## config.mk

```make
export PLATFORM = sky130hd
export DESIGN_NAME = owm_seq
export DESIGN_NICKNAME = d
export VERILOG_FILES = /design/src/rtl/owm_pkg.sv /design/src/rtl/owm_tick.sv /design/src/rtl/owm_slot.sv /design/src/rtl/owm_seq.sv
export SDC_FILE = /design/constraint.sdc
export NUM_CORES = 1
export LEC_CHECK = 0
export BUFFER_PORTS_ARGS = -buffer_cell sky130_fd_sc_hd__buf_2
export CAP_MARGIN = 20
export CORE_ASPECT_RATIO = 0.8
export CORE_MARGIN = 2
export CORE_UTILIZATION = 40
export CTS_CLUSTER_DIAMETER = 150
export DETAILED_ROUTE_END_ITERATION = 8
export GPL_TIMING_DRIVEN = 0
export PLACE_DENSITY = 0.58
export SYNTH_ARGS = -nofsm -noshare
export SYNTH_HDL_FRONTEND = slang
export SYNTH_SLANG_ARGS = --single-unit
```

## constraint.sdc

```tcl
create_clock -name clk -period 2.5 [get_ports clk]
set_clock_uncertainty 0.1 [all_clocks]
set_input_delay 0.25 -clock clk [delete_from_list [all_inputs] [get_ports clk]]
set_output_delay 0.25 -clock clk [all_outputs]
set_load 0.01 [all_outputs]
```

## src/rtl/owm_pkg.sv

```systemverilog
package owm_pkg;

    typedef enum logic [2:0] {
        OP_RESET   = 3'd0,
        OP_WRBYTE  = 3'd1,
        OP_RDBYTE  = 3'd2,
        OP_BIT     = 3'd3,
        OP_TRIPLET = 3'd4
    } owm_op_e;

    localparam int TIME_W = 10;

    // Slot timing in time units: low length for a 1, for a 0,
    // sample point and total slot length.
    typedef struct packed {
        logic [TIME_W-1:0] low_one;
        logic [TIME_W-1:0] low_zero;
        logic [TIME_W-1:0] sample;
        logic [TIME_W-1:0] total;
    } slot_t;

    function automatic slot_t slot_times(input logic is_rst, input logic od);
        slot_t t;
        unique case ({is_rst, od})
            2'b10: begin
                t.low_one  = TIME_W'(480);
                t.low_zero = TIME_W'(480);
                t.sample   = TIME_W'(550);
                t.total    = TIME_W'(960);
            end
            2'b11: begin
                t.low_one  = TIME_W'(48);
                t.low_zero = TIME_W'(48);
                t.sample   = TIME_W'(56);
                t.total    = TIME_W'(96);
            end
            2'b00: begin
                t.low_one  = TIME_W'(6);
                t.low_zero = TIME_W'(60);
                t.sample   = TIME_W'(15);
                t.total    = TIME_W'(70);
            end
            default: begin
                t.low_one  = TIME_W'(1);
                t.low_zero = TIME_W'(8);
                t.sample   = TIME_W'(2);
                t.total    = TIME_W'(10);
            end
        endcase
        return t;
    endfunction

endpackage

```

## src/rtl/owm_tick.sv

```systemverilog
module owm_tick #(
    parameter int DIV = 200
) (
    input  logic clk,
    input  logic rst_n,
    input  logic clear,
    output logic tick
);
    localparam int CW = (DIV > 1) ? $clog2(DIV) : 1;

    logic [CW-1:0] cnt;

    always_ff @(posedge clk or negedge rst_n) begin
        if (!rst_n) begin
            cnt <= '0;
        end else if (clear || cnt == CW'(DIV - 1)) begin
            cnt <= '0;
        end else begin
            cnt <= cnt + 1'b1;
        end
    end

    assign tick = (cnt == CW'(DIV - 1)) && !clear;
endmodule

```

## src/rtl/owm_slot.sv

```systemverilog
module owm_slot
    import owm_pkg::*;
(
    input  logic clk,
    input  logic rst_n,
    input  logic start,
    input  logic is_rst,
    input  logic bit_val,
    input  logic od,
    input  logic tick,
    input  logic line_in,
    output logic drive_low,
    output logic done,
    output logic samp_bit,
    output logic end_bit
);
    logic              active;
    logic              r_rst, r_bit, r_od;
    logic [TIME_W-1:0] cnt;
    slot_t             tm;
    logic [TIME_W-1:0] low_len;

    assign tm      = slot_times(r_rst, r_od);
    assign low_len = r_bit ? tm.low_one : tm.low_zero;

    always_ff @(posedge clk or negedge rst_n) begin
        if (!rst_n) begin
            active   <= 1'b0;
            cnt      <= '0;
            r_rst    <= 1'b0;
            r_bit    <= 1'b1;
            r_od     <= 1'b0;
            done     <= 1'b0;
            samp_bit <= 1'b1;
            end_bit  <= 1'b1;
        end else begin
            done <= 1'b0;
            if (start) begin
                active <= 1'b1;
                cnt    <= '0;
                r_rst  <= is_rst;
                r_bit  <= bit_val;
                r_od   <= od;
            end else if (active && tick) begin
                if (cnt == tm.sample) samp_bit <= line_in;
                if (cnt == tm.total - 1'b1) begin
                    active  <= 1'b0;
                    done    <= 1'b1;
                    end_bit <= line_in;
                end else begin
                    cnt <= cnt + 1'b1;
                end
            end
        end
    end

    assign drive_low = active && (cnt < low_len);
endmodule

```

## src/rtl/owm_seq.sv

```systemverilog
module owm_seq
    import owm_pkg::*;
#(
    parameter int TICK_DIV = 200,
    parameter int DATA_W   = 8
) (
    input  logic              clk,
    input  logic              rst_n,
    input  logic              cmd_valid,
    input  logic [2:0]        cmd_op,
    input  logic [DATA_W-1:0] cmd_data,
    input  logic              cmd_bit,
    input  logic              cfg_overdrive,
    input  logic              cfg_mask_presence,
    input  logic              line_in,
    output logic              drive_low,
    output logic              busy,
    output logic              st_done,
    output logic              st_presence,
    output logic              st_short,
    output logic              st_bit,
    output logic              st_bit2,
    output logic              st_dir,
    output logic              st_err,
    output logic [DATA_W-1:0] rd_data
);
    localparam int CNT_W = (DATA_W > 1) ? $clog2(DATA_W) : 1;

    typedef enum logic [2:0] {
        ST_IDLE, ST_RESET, ST_WRITE, ST_READ,
        ST_BIT, ST_TRIP_ID, ST_TRIP_CMP, ST_TRIP_WR
    } state_e;

    state_e            state, state_nx;
    logic              launch, tick, sdone, samp, endb;
    logic              cur_bit, od_q, mask_q, dir_q;
    logic [DATA_W-1:0] shreg;
    logic [CNT_W-1:0]  bitcnt;
    logic              last_bit, acc, trip_dir;

    assign acc      = (state == ST_IDLE) && cmd_valid && (cmd_op <= 3'd4);
    assign last_bit = (bitcnt == CNT_W'(DATA_W - 1));
    assign trip_dir = (!st_bit && !samp) ? dir_q : st_bit;
    assign busy     = (state != ST_IDLE);

    owm_tick #(.DIV(TICK_DIV)) u_tick (
        .clk   (clk),
        .rst_n (rst_n),
        .clear (launch),
        .tick  (tick)
    );

    owm_slot u_slot (
        .clk       (clk),
        .rst_n     (rst_n),
        .start     (launch),
        .is_rst    (state == ST_RESET),
        .bit_val   (cur_bit),
        .od        (od_q),
        .tick      (tick),
        .line_in   (line_in),
        .drive_low (drive_low),
        .done      (sdone),
        .samp_bit  (samp),
        .end_bit   (endb)
    );

    // State register
    always_ff @(posedge clk or negedge rst_n) begin
        if (!rst_n) state <= ST_IDLE;
        else        state <= state_nx;
    end

    // Transitions
    always_comb begin
        state_nx = state;
        unique case (state)
            ST_IDLE: begin
                if (acc) begin
                    case (owm_op_e'(cmd_op))
                        OP_RESET:   state_nx = ST_RESET;
                        OP_WRBYTE:  state_nx = ST_WRITE;
                        OP_RDBYTE:  state_nx = ST_READ;
                        OP_BIT:     state_nx = ST_BIT;
                        OP_TRIPLET: state_nx = ST_TRIP_ID;
                        default:    state_nx = ST_IDLE;
                    endcase
                end
            end
            ST_RESET, ST_BIT, ST_TRIP_WR: if (sdone) state_nx = ST_IDLE;
            ST_WRITE, ST_READ:            if (sdone && last_bit) state_nx = ST_IDLE;
            ST_TRIP_ID:                   if (sdone) state_nx = ST_TRIP_CMP;
            ST_TRIP_CMP:                  if (sdone) state_nx = ST_TRIP_WR;
            default:                      state_nx = ST_IDLE;
        endcase
    end

    // Outputs and datapath
    always_ff @(posedge clk or negedge rst_n) begin
        if (!rst_n) begin
            launch      <= 1'b0;
            cur_bit     <= 1'b1;
            od_q        <= 1'b0;
            mask_q      <= 1'b0;
            dir_q       <= 1'b0;
            shreg       <= '0;
            bitcnt      <= '0;
            st_done     <= 1'b0;
            st_presence <= 1'b0;
            st_short    <= 1'b0;
            st_bit      <= 1'b0;
            st_bit2     <= 1'b0;
            st_dir      <= 1'b0;
            st_err      <= 1'b0;
            rd_data     <= '0;
        end else begin
            launch <= 1'b0;
            if (acc) begin
                st_done     <= 1'b0;
                st_presence <= 1'b0;
                st_short    <= 1'b0;
                st_bit      <= 1'b0;
                st_bit2     <= 1'b0;
                st_dir      <= 1'b0;
                st_err      <= 1'b0;
                od_q        <= cfg_overdrive;
                mask_q      <= cfg_mask_presence;
                dir_q       <= cmd_bit;
                shreg       <= cmd_data;
                bitcnt      <= '0;
                launch      <= 1'b1;
                if (cmd_op == OP_WRBYTE)   cur_bit <= cmd_data[0];
                else if (cmd_op == OP_BIT) cur_bit <= cmd_bit;
                else                       cur_bit <= 1'b1;
            end else if (sdone) begin
                unique case (state)
                    ST_RESET: begin
                        st_presence <= mask_q || !samp;
                        st_short    <= !samp && !endb;
                        st_done     <= 1'b1;
                    end
                    ST_WRITE: begin
                        if (last_bit) begin
                            st_done <= 1'b1;
                        end else begin
                            shreg   <= shreg >> 1;
                            cur_bit <= shreg[1];
                            bitcnt  <= bitcnt + 1'b1;
                            launch  <= 1'b1;
                        end
                    end
                    ST_READ: begin
                        shreg <= {samp, shreg[DATA_W-1:1]};
                        if (last_bit) begin
                            rd_data <= {samp, shreg[DATA_W-1:1]};
                            st_done <= 1'b1;
                        end else begin
                            bitcnt  <= bitcnt + 1'b1;
                            cur_bit <= 1'b1;
                            launch  <= 1'b1;
                        end
                    end
                    ST_BIT: begin
                        st_bit  <= samp;
                        st_done <= 1'b1;
                    end
                    ST_TRIP_ID: begin
                        st_bit  <= samp;
                        cur_bit <= 1'b1;
                        launch  <= 1'b1;
                    end
                    ST_TRIP_CMP: begin
                        st_bit2 <= samp;
                        st_dir  <= trip_dir;
                        st_err  <= st_bit && samp;
                        cur_bit <= trip_dir;
                        launch  <= 1'b1;
                    end
                    ST_TRIP_WR: st_done <= 1'b1;
                    default: ;
                endcase
            end
        end
    end
endmodule

```

# Word-level counts from Yosys, hierarchy flattened
# Index checks and enable logic that the tools add are counted.
word_totals:
  ff_bits: 59
  wordCells: 167
  out_inout_bits: 17
classes:
  eq_ne: 27
  reduce_logical: 46
  n_addsub: 4
  mux: 61
  n_bitwise: 2
  n_lt_le_gt_ge: 2
ops:
  columns: ["operator", "count"]
  rows:
  - ["one-hot mux 39 bit (3 select lines)", 1]
  - ["two-way mux 10 bit", 4]
  - ["two-way mux 1 bit", 37]
  - ["two-way mux 8 bit", 4]
  - ["one-hot mux 3 bit (5 select lines)", 2]
  - ["two-way mux 3 bit", 9]
  - ["== test 10 bit", 2]
  - ["== test 3 bit, second input constant", 6]
  - ["one-hot mux 8 bit (2 select lines)", 1]
  - ["AND reduction 3 bit", 5]
  - ["nonzero test 2 bit", 7]
  - ["== test 3 x 2 -> 1 bit, second input constant", 4]
  - ["adder 10 x 1 -> 10 bit, second input constant", 1]
  - ["< comparator 10 bit", 1]
  - ["inequality test 2 x 1 -> 1 bit, second input constant", 5]
  - ["AND reduction 2 bit", 5]
  - ["subtractor 10 x 1 -> 10 bit, second input constant", 1]
  - ["logical AND 1 bit", 9]
  - ["nonzero test 3 bit", 3]
  - ["adder 8 x 1 -> 8 bit, second input constant", 1]
  - ["== test 8 bit, second input constant", 1]
  - ["AND reduction 4 bit", 2]
  - ["== test 3 x 1 -> 1 bit, second input constant", 2]
  - ["logical NOT 3 bit", 2]
  - ["16 further kinds", 27]

# Longest topological paths before layout
# Gate-level depths: netlist (run 1).
depth:
  word_depth: 7
  ltp_mapped: 10

# Cells and area by module
# A second synthesis (run 1) with hierarchy kept.
hier_totals:
  hier_cells: 337
  area_unflattened_um2: 3523.4
by_module_without_submodules:
  columns: ["mod", "cells_per_inst", "seq_area_each_um2", "n_inst", "area_per_inst_um2"]
  rows:
  - ["owm_seq", 154, 827.0, 1, 1788.0]
  - ["owm_slot", 145, 429.2, 1, 1321.3]
  - ["owm_tick", 38, 200.2, 1, 414.1]

# Least setup slack after synthesis (run 1)
# Ideal clock, no wire load.
synth_path:
  path_type: "register to output"
  from: "reg u_slot.r_od"
  to: "out drive_low"
  stages_incl_launch_ff: 11
  n_path_buf: 0
  t_arrival_ps: 2409
  t_required_ps: 2150
  setup_slack_ps: -259
  cell_sequence: "dfrtp_1 inv_1 ha_1 nor2_1 or2_2 ha_1 a21oi_1 nor2_1 a2111oi_0 o21ai_0 a211oi_1"
synth_between:
  elab_chain_len: 5
synth_rtl:
  columns: ["element", "line", "rtl"]
  rows:
  - ["from (decl)", "owm_slot.sv:18", "logic r_rst, r_bit, r_od;"]
  - ["from (signal assigned)", "owm_slot.sv:32", "r_od <= 1'b0;"]
  - ["from (signal assigned)", "owm_slot.sv:43", "r_od <= od;"]
  - ["== test 2 bit or logical NOT 2 bit (tied branches)", "owm_pkg.sv:24", "unique case ({is_rst, od})"]
  - ["one-hot mux 39 bit (3 select lines) (*)", "owm_pkg.sv:24", null]
  - ["two-way mux 10 bit (*)", "owm_slot.sv:24", "assign low_len = r_bit ? tm.low_one : tm.low_zero;"]
  - ["< comparator 10 bit (*)", "owm_slot.sv:57", "assign drive_low = active && (cnt < low_len);"]
  - ["logical AND 1 bit (*)", "owm_slot.sv:57", null]
  - ["to (decl)", "owm_seq.sv:16", "output logic drive_low,"]
# Every way passes the cells marked *; elsewhere a longest branch is shown, timed or not.

# Worst setup path in the final report (run 1)
# Same ends and word-level chain as after synthesis.

==> flow_summary.ini, run 1 <==
[outcome]
status = finished with violations
violations = setup timing

[detailed_routing]
dr.pass1.iters = 4
wire_per_inst_um = 15.1
ant_nets = 0
vias = 2794
drt_wl_total_um = 7860
drt_first_iter_violations = 86
drc_errors = 0
via_per_inst = 5.35

[critical_path]
reg2reg_from = u_slot.r_od$_DFFE_PN0P_
cp_max_fo = 4
worstSetupPathType = reg2out
crit_path_start = u_slot.r_od$_DFFE_PN0P_
reg2regPathDepth = 10
end_kind = output pin
required_ps = 2150
cp.arrival_ps = 2360
critPathLaunchType = flip-flop

[clock_tree]
cts_tree = done
htreeDepth = 3
clock_latency_ps = 340
numCtsBuffers = 9
cts-root-buf = clkbuf_8
clock-sinks = 58
max-clock-path-buffers = 2
clk_pin_slew_ps = 60

[timing]
max_slew_margin_pct = 53.9
setup_slack_ps = -214
finalHoldViolCount = 0
max_freq_mhz = 368
rsz0062_at_grt = true
finalSetupViolations = 1
fin_crit_ps = 2710
worst_slew_pin_slew_ps = 692
hold_ws_ps = 28.1
period_share_pct = 109
drv_slew = 0

[global_routing]
grt_remaining_overflow = 0
antenna_found_initial = 0
grt_pass1_vias = 2805
gr-usage-all-layers_pct = 18.7
grt_max_degree = 31
grt_pass1_wl_um = 13400

[logic_synthesis]
syn_area_um2 = 3350
synth_top_area_share_pct = 40.3
synth_top_area_cell = dfrtp_1
synth.distinct_cells = 52
synthTopCellsByArea = dfrtp_1, ha_1, nand2_1
syn_avg_cell_area_um2 = 9.49
syn_inst = 353
dominantRegCellSynth = dfrtp_1
synthArstFlopShare_pct = 100
ys_seq_area_share_pct = 43.5
synth-edff-count = 0
synth_nets = 391
ys_warn_count = 0
synth-seq-cells = 58

[floorplanning]
dieArea_um2 = 9130
initial_core_util_pct = 41.8
core_um2 = 8020
chipHeight_um = 85.9
io-pin-count = 35
die_w_um = 106
rows = 29

[place]
gp_congestion = 0.824
dp_hpwl_um = 5400
portBuffers = 33

[finish]
area_delta_synth_final_pct = 24.3
post_route_cells_drive_above_1_share_pct = 25.6
diodes = 0
final_nets = 447

[power]
p_sw_w = 0.000425
clock_power_share_pct = 49.0
leakage_nw = 1.82
seq_power_share_pct = 48.4
p_comb_share_pct = 2.6
p_int_w = 0.00152
ir_drop_uv = 239
totalPowerFinal_w = 0.00194
swShare_pct = 21.9
power.density_nw_per_um2 = 466

[hold_path]
min_path_cells = 3
hp-start = cmd_bit
hp-class = in2reg

[run]
cap_viol_max_count = 0
routing by layer:
layer / vias up / global-route usage (%) / wire (um)
met4: 0 / 5.74 / 113
li1: 1388 / - / -
met1: 1333 / 25.9 / 3890
met3: 17 / 5.62 / 360
met5: - / 0 / 0
met2: 56 / 28.1 / 3500
sequential cells by signal, summed over array words and instances, names as in the netlist, 3 cells and up:
| register | flops |
|---|---|
| bitcnt | 3 |
| rd_data | 8 |
| shreg | 7 |
| state | 3 |
| u_slot.cnt | 10 |
| u_tick.cnt | 8 |
layout by cell type, fill, tap and decap left out, types with 5 or more instances in the layout:
cell	netlist	layout
clkbuf_8	0	9
and3_1	7	7
mux2i_1	11	11
nand4_1	5	5
nor2_1	21	18
dfrtp_1	54	52
inv_1	7	5
mux2_2	10	10
buf_4	0	9
a21oi_1	25	23
buf_2	5	37
ha_4	0	8
o31ai_1	8	8
or4_1	9	9
nand2_1	43	43
nand3_1	11	11
clkbuf_1	12	11
ha_1	20	12
nor3_1	13	12
o21ai_0	24	23
xor2_1	8	8
xnor2_1	6	6
final timing paths:
path / to / slack (ps)
max: drive_low / -210
min reg2reg: od_q$_DFFE_PN0P_ / 390
min: dir_q$_DFFE_PN0P_ / 30
max in group asynchronous: u_slot.r_bit$_DFFE_PN1P_ / 1220
max reg2reg: u_slot.active$_DFFE_PN0P_ / 190
min in group asynchronous: shreg[4]$_DFFE_PN0P_ / 400
area by class of cell:
type,count,area [um^2]
Inverter,7,33.8
Tap cell,108,135
Clock buffer,9,124
Fill cell,748,3850
Multi-Input combinational cell,269,1940
Clock inverter,7,93.8
Sequential cell,58,1460
Timing Repair Buffer,45,285
Buffer,19,91.3
per-stage QoR:
step	cells	cell area (um^2)	setup slack, ps	util [%]	TNS (ps)
global placement	494	3700	-198	46.1	-1320
floorplan	353	3400	29.0	-	0
finish	522	4160	-214	51.9	-214
CTS	522	4090	-396	51.0	-396
detailed placement	495	3720	-223	46.4	-1750
global route	522	4160	-365	51.9	-365
power groups by stage:
| stage | Sequential [W] | Combinational (W) | Clock [W] |
|---|---|---|---|
| floorplan | 0.000958 | 0.00000931 | 0 |
| global placement | 0.000958 | 0.0000459 | 0 |
| detailed placement | 0.000957 | 0.0000498 | 0 |
| CTS | 0.000940 | 0.0000523 | 0.000979 |
| global route | 0.000939 | 0.0000577 | 0.00103 |
| finish | 0.000940 | 0.0000499 | 0.000952 |
worst max-delay path, stage by stage, from the launching register on:
cell and delay, ps:
dfrtp_2 450, inv_4 110, ha_4 230, nor2_2 120
a21oi_2 40, ha_1 300, nand2_1 80, nor2_1 50
a2111oi_2 190, o21ai_1 130, a211oi_2 180, buf_2 150
cells in the mapped netlist, drive strengths merged (2+ instances only):
cell and n:
xor2 8, nor4bb 2, nand2b 3, inv 7
clkbuf 12, a21boi 2, a21oi 25, nand3b 3
and2 4, or4 9, dfrtp 54, nor4 2
buf 7, mux2 12, xnor2 6, nor3 13
nor3b 2, nand4 6, o31ai 8, ha 20
nor2b 4, a22oi 2, mux2i 11, nand2 43
or2 2, nor2 21, nand3 11, a21o 3
and3 7, dfstp 4, o21ai 24
cell families (layout without fill, tap and decap cells):
kind of cell	count (synthesis)	in the layout	share of synthesized area, %
buffers and inverters	26	87	3.32
flip-flops	58	58	43.5
multiplexers	23	23	7.32
adder cells (fa/ha/maj)	20	20	7.47
XOR/XNOR	14	14	3.66
AO/OA/AOI/OAI	76	76	13.7
AND/OR/NAND/NOR	136	136	21.1
repair_timing:
item / CTS / global route
buffers inserted: 9 / 0
endpoints found under the setup margin: 12 / 15
pin swaps: 7 / 3
hold endpoints to repair: 27 / 0
resized for setup: 13 / 16
hold buffers: 2 / 0
Power figures use the tool's default switching activity.
==> inputs of run 2 (changes only) <==
- REMOVE_ABC_BUFFERS: unset -> 1
==> run 2 against run 1 <==
Fmax is 4.3% lower. Non-clock buffer count is 17 lower. Cell count is 3.3% lower. Die area stayed put. Combinational power is 5.0% lower. Critical path depth stayed put. Wire length is 2.8% lower. The run still ends with setup timing left. Flip-flop and latch count stayed put. Via count is 2.3% lower. Critical path type unchanged. First-iteration DRC count is 21% higher.
==> flow_summary.ini, run 2 (synthesis results as in run 1) <==
[clock_tree]
clock_latency_ps = 330
cts-root-buf = clkbuf_8
clk_pin_slew_ps = 70
clock-sinks = 58
max-clock-path-buffers = 2
numCtsBuffers = 9
cts_tree = done
htreeDepth = 3

[timing]
fin_crit_ps = 2830
max_slew_margin_pct = 41.1
setup_slack_ps = -334
finalHoldViolCount = 0
hold_ws_ps = 26.3
worst_slew_pin_slew_ps = 883
drv_slew = 0
finalSetupViolations = 1
rsz0062_at_grt = true
max_freq_mhz = 353
period_share_pct = 113

[finish]
utilization_pct = 50.8
layout_commonest_cell = dfrtp_1
final_nets = 430
fill_cells = 754
largest_reg_flops = 10
design_area_um2 = 4080
diodes = 0
regMostFlops = u_slot.cnt
top_regs = u_slot.cnt (10), rd_data (8), u_tick.cnt (8)
area_delta_synth_final_pct = 21.6
regArea_um2 = 1460
multi_input_area_um2 = 1920
final_cell_mix = dfrtp_1, nand2_1, buf_2
post_route_cells_drive_above_1_share_pct = 24.7

[power]
totalPowerFinal_w = 0.00199
leakage_nw = 1.79
power.density_nw_per_um2 = 488
ir_drop_uv = 264

[floorplanning]
core_um2 = 8020
io-pin-count = 35
die_w_um = 106
dieArea_um2 = 9130
chipHeight_um = 85.9
rows = 29
initial_core_util_pct = 41.8

[critical_path]
r2r_setup_slack_ps = 0
reg2regPathDepth = 9
cp.arrival_ps = 2480
critPathLaunchType = flip-flop
cp-endpoint = drive_low
reg2reg_from = u_slot.r_od$_DFFE_PN0P_
worstSetupPathType = reg2out
cp_max_fo = 5
end_kind = output pin
r2r_end = u_slot.end_bit$_DFFE_PN1P_
required_ps = 2150
crit_path_start = u_slot.r_od$_DFFE_PN0P_

[outcome]
violations = setup timing
status = finished with violations

[detailed_routing]
drc_errors = 0
vias = 2730
dr.pass1.iters = 4
wire_per_inst_um = 15.1
drt_wl_total_um = 7640
drt_first_iter_violations = 104
via_per_inst = 5.41
ant_nets = 0

[global_routing]
grt_max_degree = 34
antenna_found_initial = 0
grt_pass1_wl_um = 12800
gr-usage-all-layers_pct = 17.8
grt_remaining_overflow = 0
grt_pass1_vias = 2562

[place]
dpl-instance-area_um2 = 3610
gp_congestion = 0.808
dp_hpwl_um = 4970
portBuffers = 34
dpl_worst_slack_ps = -610

[hold_path]
hp-class = in2reg

[run]
cap_viol_max_count = 0
[run 2: cell types whose count changed in the layout (fill, tap and decap cells not counted), sizes merged]
cell and change:
clkbuf -9, buf -5, clkinvlp -2, clkinv -1
[run 2: worst min-delay path by stage]
stage,from,end,cells past startpoint
detailed placement,rst_n,shreg[6]$_DFFE_PN0P_,1
CTS,cfg_mask_presence,mask_q$_DFFE_PN0P_,3
global placement,cfg_overdrive,od_q$_DFFE_PN0P_,3
finish,cfg_mask_presence,mask_q$_DFFE_PN0P_,3
global route,cmd_bit,dir_q$_DFFE_PN0P_,3
floorplan,rst_n,bitcnt[0]$_DFFE_PN0P_,0
[run 2: routing by layer]
layer	GRT usage, %	vias to the layer above	part of all wire (%)
li1	-	1349	-
met2	24.9	53	43
met5	0	-	0
met4	5.38	0	1.3
met3	5.55	8	4.5
met1	26.1	1320	51
[run 2: layout make-up]
class                      instances  share of cell area (%)
multi-input combinational        269                    47.2
sequential                        58                    35.8
inverter                           7                   0.829
tap                              108                    3.32
clock buffer                      12                    3.81
timing repair buffer              47                    7.28
clock inverter                     4                    1.81
[run 2: critical path: stages, from the launching register on]
cell and delay (ps):
dfrtp_2 460, clkinv_4 110, ha_4 150, nor2_4 40, or2_4 230, ha_4 220, a21oi_2 150, nor2_1 80
a2111oi_2 200, o21ai_1 140, a211oi_2 210, buf_2 160
[run 2: metrics by stage]
step,setup TNS (ps),std cells
after detailed placement,-2390,478
after global placement,-11280,476
after floorplan,-1750,334
after global routing,-1150,505
after CTS,-436,503
final,-334,505
[run 2: power by group]
group | internal, W | switching, W
sequential | 0.000940 | 0.00000234
clock | 0.000617 | 0.000384
combinational | 0.0000187 | 0.0000287
[run 2: timing repair]
item                                    4_1_cts  5_1_grt
gates resized for setup                      25        7
endpoints found under the hold margin        22        0
setup buffers                                 7        2
pin swaps                                     6        2
endpoints found under the setup margin        9       11
hold buffers                                  2        0
